**config.mk**
```make
export PLATFORM = sky130hd
export DESIGN_NAME = inport_mux
export DESIGN_NICKNAME = d
export VERILOG_FILES = /design/src/rtl/inport_pkg.sv /design/src/rtl/inport_sync.sv /design/src/rtl/inport_fifo.sv /design/src/rtl/inport_mux.sv
export SDC_FILE = /design/constraint.sdc
export NUM_CORES = 1
export LEC_CHECK = 0
export BUFFER_PORTS_ARGS = -buffer_cell sky130_fd_sc_hd__buf_2
export CORE_ASPECT_RATIO = 1.2
export CORE_MARGIN = 1
export CORE_UTILIZATION = 30
export DETAILED_ROUTE_END_ITERATION = 8
export SLEW_MARGIN = 20
export SYNTH_ARGS = -nofsm -noshare
export SYNTH_HDL_FRONTEND = slang
export SYNTH_SLANG_ARGS = --single-unit
```
**constraint.sdc**
```tcl
create_clock -name clk_i -period 3.4 [get_ports clk_i]
set_input_delay 0.68 -clock clk_i [delete_from_list [all_inputs] [get_ports clk_i]]
set_output_delay 0.68 -clock clk_i [all_outputs]
set_load 0.1 [all_outputs]
```
**src/rtl/inport_pkg.sv**
```systemverilog
package inport_pkg;
  localparam int unsigned DW = 8;
  localparam logic [7:0] ADDR_PINS   = 8'h00;
  localparam logic [7:0] ADDR_STATUS = 8'h01;
  localparam logic [7:0] ADDR_HEAD   = 8'h02;
  localparam logic [7:0] ADDR_TICK   = 8'h03;
endpackage

```
**src/rtl/inport_sync.sv**
```systemverilog
module inport_sync #(
  parameter int unsigned W      = 8,
  parameter int unsigned STAGES = 2
) (
  input  logic         clk_i,
  input  logic         rst_ni,
  input  logic [W-1:0] d_i,
  output logic [W-1:0] q_o
);
  logic [W-1:0] stg_q [STAGES];

  for (genvar s = 0; s < STAGES; s++) begin : g_stg
    always_ff @(posedge clk_i or negedge rst_ni) begin
      if (!rst_ni) stg_q[s] <= '0;
      else if (s == 0) stg_q[s] <= d_i;
      else stg_q[s] <= stg_q[(s == 0) ? 0 : s-1];
    end
  end

  assign q_o = stg_q[STAGES-1];
endmodule

```
**src/rtl/inport_fifo.sv**
```systemverilog
module inport_fifo #(
  parameter int unsigned DW    = 8,
  parameter int unsigned DEPTH = 16,
  localparam int unsigned AW   = $clog2(DEPTH)
) (
  input  logic          clk_i,
  input  logic          rst_ni,
  input  logic          push_i,
  input  logic [DW-1:0] wdata_i,
  input  logic          pop_i,
  output logic [DW-1:0] rdata_o,
  output logic          empty_o,
  output logic          full_o,
  output logic [AW:0]   count_o
);
  logic [DW-1:0] mem_q [DEPTH];
  logic [AW-1:0] wptr_q, rptr_q;
  logic [AW:0]   cnt_q;
  logic          do_push, do_pop;

  assign empty_o = (cnt_q == '0);
  assign full_o  = (cnt_q == (AW+1)'(DEPTH));
  assign do_push = push_i && !full_o;
  assign do_pop  = pop_i && !empty_o;

  always_ff @(posedge clk_i) begin
    if (do_push) mem_q[wptr_q] <= wdata_i;
  end

  always_ff @(posedge clk_i or negedge rst_ni) begin
    if (!rst_ni) begin
      wptr_q <= '0;
      rptr_q <= '0;
      cnt_q  <= '0;
    end else begin
      if (do_push) wptr_q <= wptr_q + 1'b1;
      if (do_pop)  rptr_q <= rptr_q + 1'b1;
      case ({do_push, do_pop})
        2'b10:   cnt_q <= cnt_q + 1'b1;
        2'b01:   cnt_q <= cnt_q - 1'b1;
        default: cnt_q <= cnt_q;
      endcase
    end
  end

  assign rdata_o = mem_q[rptr_q];
  assign count_o = cnt_q;
endmodule

```
**src/rtl/inport_mux.sv**
```systemverilog
module inport_mux
  import inport_pkg::*;
#(
  parameter int unsigned FIFO_DEPTH  = 16,
  parameter int unsigned SYNC_STAGES = 2,
  localparam int unsigned CW         = $clog2(FIFO_DEPTH) + 1
) (
  input  logic          clk_i,
  input  logic          rst_ni,
  input  logic [7:0]    port_id_i,
  input  logic          read_strobe_i,
  input  logic [DW-1:0] pins_i,
  input  logic          wr_valid_i,
  input  logic [DW-1:0] wr_data_i,
  output logic [DW-1:0] in_port_o
);
  logic [DW-1:0] pins_sync, fifo_head, rd_data, mux_q, tick_q;
  logic          fifo_empty, fifo_full, fifo_pop;
  logic [CW-1:0] fifo_count;

  inport_sync #(.W(DW), .STAGES(SYNC_STAGES)) u_sync (
    .clk_i (clk_i),
    .rst_ni(rst_ni),
    .d_i   (pins_i),
    .q_o   (pins_sync)
  );

  // pop only in the strobe cycle of a head access
  assign fifo_pop = read_strobe_i && (port_id_i == ADDR_HEAD) && !fifo_empty;

  inport_fifo #(.DW(DW), .DEPTH(FIFO_DEPTH)) u_fifo (
    .clk_i  (clk_i),
    .rst_ni (rst_ni),
    .push_i (wr_valid_i),
    .wdata_i(wr_data_i),
    .pop_i  (fifo_pop),
    .rdata_o(fifo_head),
    .empty_o(fifo_empty),
    .full_o (fifo_full),
    .count_o(fifo_count)
  );

  always_ff @(posedge clk_i or negedge rst_ni) begin
    if (!rst_ni) tick_q <= '0;
    else         tick_q <= tick_q + 1'b1;
  end

  always_comb begin
    unique case (port_id_i)
      ADDR_PINS:   rd_data = pins_sync;
      ADDR_STATUS: rd_data = {{(DW-2){1'b0}}, fifo_full, fifo_empty};
      ADDR_HEAD:   rd_data = fifo_empty ? '0 : fifo_head;
      ADDR_TICK:   rd_data = tick_q;
      default:     rd_data = '0;
    endcase
  end

  // address holds two cycles, so one register stage is free
  always_ff @(posedge clk_i or negedge rst_ni) begin
    if (!rst_ni) mux_q <= '0;
    else         mux_q <= rd_data;
  end

  assign in_port_o = mux_q;
endmodule

```
### Word-level counts from Yosys, hierarchy flattened

Memories as Yosys holds them, arrays and structs flattened.
Cells that the tools add are included.

* register bits: 45
* bits in latches: 0
* bits in writable memories: 128
* memory bits (read-only): 0
* input port bits: 28
* output and inout bits: 8
* word-level logic and storage cells: 33
* memories kept: 1

Memories
* u_fifo.mem_q: depth 16, bits a word 8, rd ports 1, clocked after Yosys merged registers in 0, wr ports 1, line inport_fifo.sv:16 `logic [DW-1:0] mem_q [DEPTH];`

* $add $sub $neg: 5
* multipliers: 0
* div/mod/pow operators: 0
* $lt $le $gt $ge: 0
* eq/ne operators: 6
* shift operators: 0
* mux-type cells: 5
* bitwise logic cells: 0
* reduce and logical (&&, ||, !) cells: 9

Operators by type and width (number)
* one-hot mux 8 bit (4 select lines): 1
* equality test 8 x 2 -> 1 bit, second input constant: 2
* one-hot mux 5 bit (2 select lines): 1
* adder 4 x 1 -> 4 bit, second input constant: 2
* adder 8 x 1 -> 8 bit, second input constant: 1
* equality test 8 x 1 -> 1 bit, second input constant: 1
* logical NOT 8 bit: 1
* 2-to-1 mux 8 bit: 1
* adder 5 x 1 -> 5 bit, second input constant: 1
* equality test 5 bit, second input constant: 1
* logical NOT 5 bit: 1
* subtractor 5 x 1 -> 5 bit, second input constant: 1
* logical AND 1 bit: 4
* equality test 2 x 1 -> 1 bit, second input constant: 1
* equality test 2 bit, second input constant: 1
* logical NOT 1 bit: 2
* 2-to-1 mux 1 bit: 2
* nonzero test 2 bit: 1

### Longest topological paths before layout

* depth in word-level cells: 6
* mapped depth: 12
* mapped depth without buffers: 10

### Modules after synthesis

Synthesis repeated with hierarchy kept, for this count alone.

* cell total of the unflattened synthesis: 423
* area, all modules: 6989.2 um2

Modules (own cells, without submodules)
* inport_fifo: instances 1, cells each 332, area an instance 5779.3 um2, seq. area each 4169.0 um2
* inport_mux: instances 1, cells each 67, area an instance 749.5 um2, seq. area each 400.4 um2
* inport_sync: instances 1, cells each 24, area an instance 460.4 um2, seq. area each 400.4 um2

### Worst setup path after synthesis

Ideal clock, no wire load.

* path type: input to register
* from: input port port_id_i[0]
* to: register u_fifo.cnt_q[4] (netlist: u_fifo.count_o[4])
* library setup time: 0.080 ns
* arrival time: 3.057 ns
* data required time: 3.320 ns
* slack: 0.263 ns
* stages: 10
* buffers on the path: 1
* cell sequence: or4b_1 > nor4b_1 > ha_1 > clkbuf_1 > xor2_1 > ha_1 > o21a_1 > o21a_1 > o32ai_1 > xnor2_1

* cells in the longest elaborated chain, start to end: 6
* elaborated cells on any way between the ends: 8
* classes of those cells: eq/ne: 3; mux: 1; reduce/logical: 4

Ends and longest elaborated chain
* start, declared: line inport_mux.sv:10 `input logic [7:0] port_id_i,`
* equality test 8 x 2 -> 1 bit *: line inport_mux.sv:29 `assign fifo_pop = read_strobe_i && (port_id_i == ADDR_HEAD) && !fifo_empty;`
* logical AND 1 bit * (2 in a row): line inport_mux.sv:29
* logical AND 1 bit *: line inport_fifo.sv:24 `assign do_pop = pop_i && !empty_o;`
* named net u_fifo.do_pop: line inport_fifo.sv:19 `logic do_push, do_pop;`
* equality test 2 x 1 -> 1 bit / equality test 2 bit (equally long branches): line inport_fifo.sv:38 `case ({do_push, do_pop})`
* one-hot mux 5 bit (2 select lines) / nonzero test 2 bit (equally long branches)
* end signal, assigned: line inport_fifo.sv:39 `2'b10: cnt_q <= cnt_q + 1'b1;`
* end signal, assigned: line inport_fifo.sv:40 `2'b01: cnt_q <= cnt_q - 1'b1;`
* end signal, assigned: line inport_fifo.sv:41 `default: cnt_q <= cnt_q;`
* end, declared: line inport_fifo.sv:18 `logic [AW:0] cnt_q;`

Mark *: on every way through the listed nets, which the timed path passes. The rest lies on a longest branch.
A chain may end at the register's enable or synchronous reset.

### Worst setup path after layout

* from: register u_fifo.cnt_q[1] (netlist: u_fifo.count_o[1])
* to: register u_fifo.cnt_q[4] (netlist: u_fifo.count_o[4])

* cells in the longest elaborated chain, start to end: 6
* elaborated cells on any way between the ends: 13
* classes of those cells: add/sub: 2; eq/ne: 3; mux: 1; reduce/logical: 7

Ends and longest elaborated chain
* logical NOT 5 bit: line inport_fifo.sv:21 `assign empty_o = (cnt_q == '0);`
* logical NOT 1 bit: line inport_fifo.sv:24, inport_mux.sv:29
* logical AND 1 bit: line inport_mux.sv:29
* logical AND 1 bit: line inport_fifo.sv:24
* equality test 2 x 1 -> 1 bit / equality test 2 bit (equally long branches): line inport_fifo.sv:38
* one-hot mux 5 bit (2 select lines) / nonzero test 2 bit (equally long branches)

Several ways; a longest one is shown, not always the timed one.

==> results.tsv <==
metric	value	unit
status	completed	
Slowest-stage cell, CP	dfrtp_1	
crit path cell chain	nor4_4 -> buf_4 -> a21boi_2 -> inv_1 -> ha_1 -> buf_4 -> ha_1 -> or3b_2 -> o32ai_1 -> xnor2_1	
fin crit share	0.8121	
first-pass GRT wire length	21630	um
HP Class	in2async	
Hold Slack	0.2476	ns
drt initial violations	208	
top cells by area, synth	edfxtp_1, dfrtp_1, mux4_2	
Area Growth Syn to Fin	17.95	%
# port buffers	35	
iteration count of the initial detailed-routing pass	5	
Worst Skew	0.008638	ns
Worst-path clk slew	0.06	ns
DP Wirelength	9401	um
Antenna diodes	0	
slew margin rel.	0.3469	
die width	141.2	um
largest area contributor in the netlist	edfxtp_1	
warnings from Yosys	0	
actual transition at the worst max-transition pin	0.9797	ns
Syn Inst Count	384	
Synth async-reset ratio	0.2601	
Worst R2R Start	u_fifo.count_o[1]$_DFFE_PN0P_	
DRT Wirelength	13950	um
register-to-register setup slack	0.64	ns
clock tree sinks	173	
Final setup viols	0	
Seq/Total Area, Yosys	0.7130	
post-synthesis cell type count	46	
Worst Path Arrival	3.11	ns
Core Util, Final	0.3638	
Starting Density	0.3085	
Resize count post-CTS	0	
Post-synth top flop	edfxtp_1	
post-synth net total	422	
CTS root buf	clkbuf_16	
Area after DPL	7632	um^2
setup_tns	0	ns
DRT antenna net count	0	
Remaining DRCs	0	
Post-synth EDFFs	128	
Boundary Pins	36	
Avg WL per Cell	18.26	um
vias in the first global route	3745	
max frequency	0.3622	GHz
Max-Cap Viols	0	
total congestion overflow after global routing	0	
Worst Setup End Kind	flip-flop	
Reg-to-Reg End	u_fifo.count_o[4]$_DFFE_PN0P_	
Slew Viols, Final	0	
layout cells sized above 1	0.3172	
worst-skew pair later-pin latency	0.43	ns
Synth top area share	0.5514	
CTS Buffer Depth	2	
worst r2r path cells	10	
Final Hold Vio Count	0	
largest net degree at the start of global routing	46	
Power Dens Cells	622.5	nW/um^2
FP Rows	60	
Setup CP Type	reg2reg	
worst vdd ir	0.3257	mV
TritonCTS clock tree	built	
H-tree depth	4	
Tot GR Track Use	0.1262	
core area	22600	um^2
design area	8222	um^2
Cell Area, Synth	6970	um^2
Nets	479	
GP Congestion	0.7510	
initial antenna violation count	0	
post-CTS setup buffers	0	
RSZ-0062 raised after global routing	no	
Startpoint Class	flip-flop	
Die ar.	23850	um^2
Worst EP required	3.75	ns
max incr delay on CP	0.51	ns
worst-path fanout max	9	
Period minus WS final	2.761	ns
Static Leak	2.900	nW
Via density	4.616	
# hold bufs at CTS	0	
Yosys reg bits	173	
vias after detailed routing	3527	
DIE HEIGHT	169.0	um
syn_area_per_cell	18.15	um^2
Num CTS Buffers	17	
## area by class of cell
type / instances / area (um^2)
fillers: 2089 / 14380
well taps: 310 / 387.9
multi-input cells: 185 / 1894
clock inverters: 11 / 146.4
inverters: 7 / 26.28
clock buffers: 21 / 440.4
flip-flops and latches: 173 / 4971
repair buffers: 57 / 355.3
## where the power goes
group	total, W	switching [W]	internal, W
registers	0.00263	0.000142	0.00249
logic	0.000564	0.000327	0.000237
clock network	0.00192	0.000765	0.00115
## cells in the final DEF, fill, tap and decap left out, types with 2 or more instances in the layout
cell type,n
o21a_1,2
nor2_1,16
nor3_1,4
dfrtp_1,44
a2bb2oi_1,6
clkbuf_16,17
xnor2_1,12
mux2_2,17
edfxtp_1,128
nand2b_1,4
nand4_1,2
xor2_1,6
mux4_2,32
ha_1,10
inv_1,7
a221oi_1,2
clkbuf_1,4
and3_1,9
o21ai_0,2
clkinv_4,4
a21oi_1,9
nand3_1,5
buf_2,34
bufinv_16,3
a2111oi_4,3
clkinv_2,2
buf_4,22
nand2_1,23
## worst max path at each step
stage	end	start	cells after the start	slack, ns
6_report	u_fifo.count_o[4]$_DFFE_PN0P_	u_fifo.count_o[1]$_DFFE_PN0P_	10	0.64
5_1_grt	u_fifo.count_o[4]$_DFFE_PN0P_	u_fifo.count_o[1]$_DFFE_PN0P_	10	0.48
4_1_cts	u_fifo.count_o[4]$_DFFE_PN0P_	u_fifo.count_o[1]$_DFFE_PN0P_	10	0.66
3_5_place_dp	u_fifo.count_o[4]$_DFFE_PN0P_	port_id_i[3]	10	0.23
3_3_place_gp	u_fifo.count_o[4]$_DFFE_PN0P_	port_id_i[3]	10	0.26
2_1_floorplan	u_fifo.count_o[4]$_DFFE_PN0P_	port_id_i[0]	10	0.26
## synthesized netlist by cell type, drive strengths merged, types with 2 or more instances
cell,instances
o21a,2
a221oi,2
inv,7
nand4,2
xnor2,12
nor3,4
nand3,5
and3,9
nand2,24
mux2,18
dfrtp,45
a2bb2oi,6
o21ai,2
a2111oi,3
xor2,6
edfxtp,128
nor2,16
ha,10
buf,7
nand2b,4
mux4,32
clkbuf,12
a21oi,9
or2,2
## routing by layer
metal | GRT usage | vias up | routed length (um)
li1 | - | 1603 | -
met1 | 0.1482 | 1841 | 5773
met2 | 0.2174 | 68 | 7353
met3 | 0.02829 | 15 | 590
met4 | 0.06238 | 0 | 236
met5 | 0 | - | 0
## registers in the layout, summed over array words and instances, names as in the netlist
name and flops:
tick_q 8, u_fifo.mem_q 128, u_fifo.count_o 5, u_fifo.rptr_q 4, u_sync.q_o 8, in_port_o 8
u_fifo.wptr_q 4, u_sync.stg_q 8
## worst max-delay path, delay by kind of cell, from the launching register on
family / cells / cell delay (ns)
xor+xnor: 1 / 0.15
simple gates: 2 / 0.56
flops: 1 / 0.51
buf+inv: 3 / 0.47
fa+ha+maj: 2 / 0.43
compound gates: 2 / 0.56
## per-stage QoR
step | instances | setup WS (ns) | total power [W]
after global placement | 732 | 0.2610 | 0.003211
after CTS | 764 | 0.6567 | 0.005167
final | 764 | 0.6389 | 0.005118
after global routing | 764 | 0.4839 | 0.005302
after detailed placement | 732 | 0.2296 | 0.003245
after floorplan | 384 | 0.2625 | 0.003016
## kinds of logic (layout without fill, tap and decap cells)
logic type / count (synthesis) / count (layout) / share of synthesized area
AO/OA/AOI/OAI: 31 / 31 / 0.04057
XOR/XNOR: 18 / 18 / 0.02262
AND/OR/NAND/NOR: 76 / 76 / 0.05762
adder cells (fa/ha/maj): 10 / 10 / 0.01795
buffers and inverters: 26 / 96 / 0.01526
flip-flops: 173 / 173 / 0.7130
multiplexers: 50 / 50 / 0.1330
Note: power is estimated with default switching activity, not from simulation.
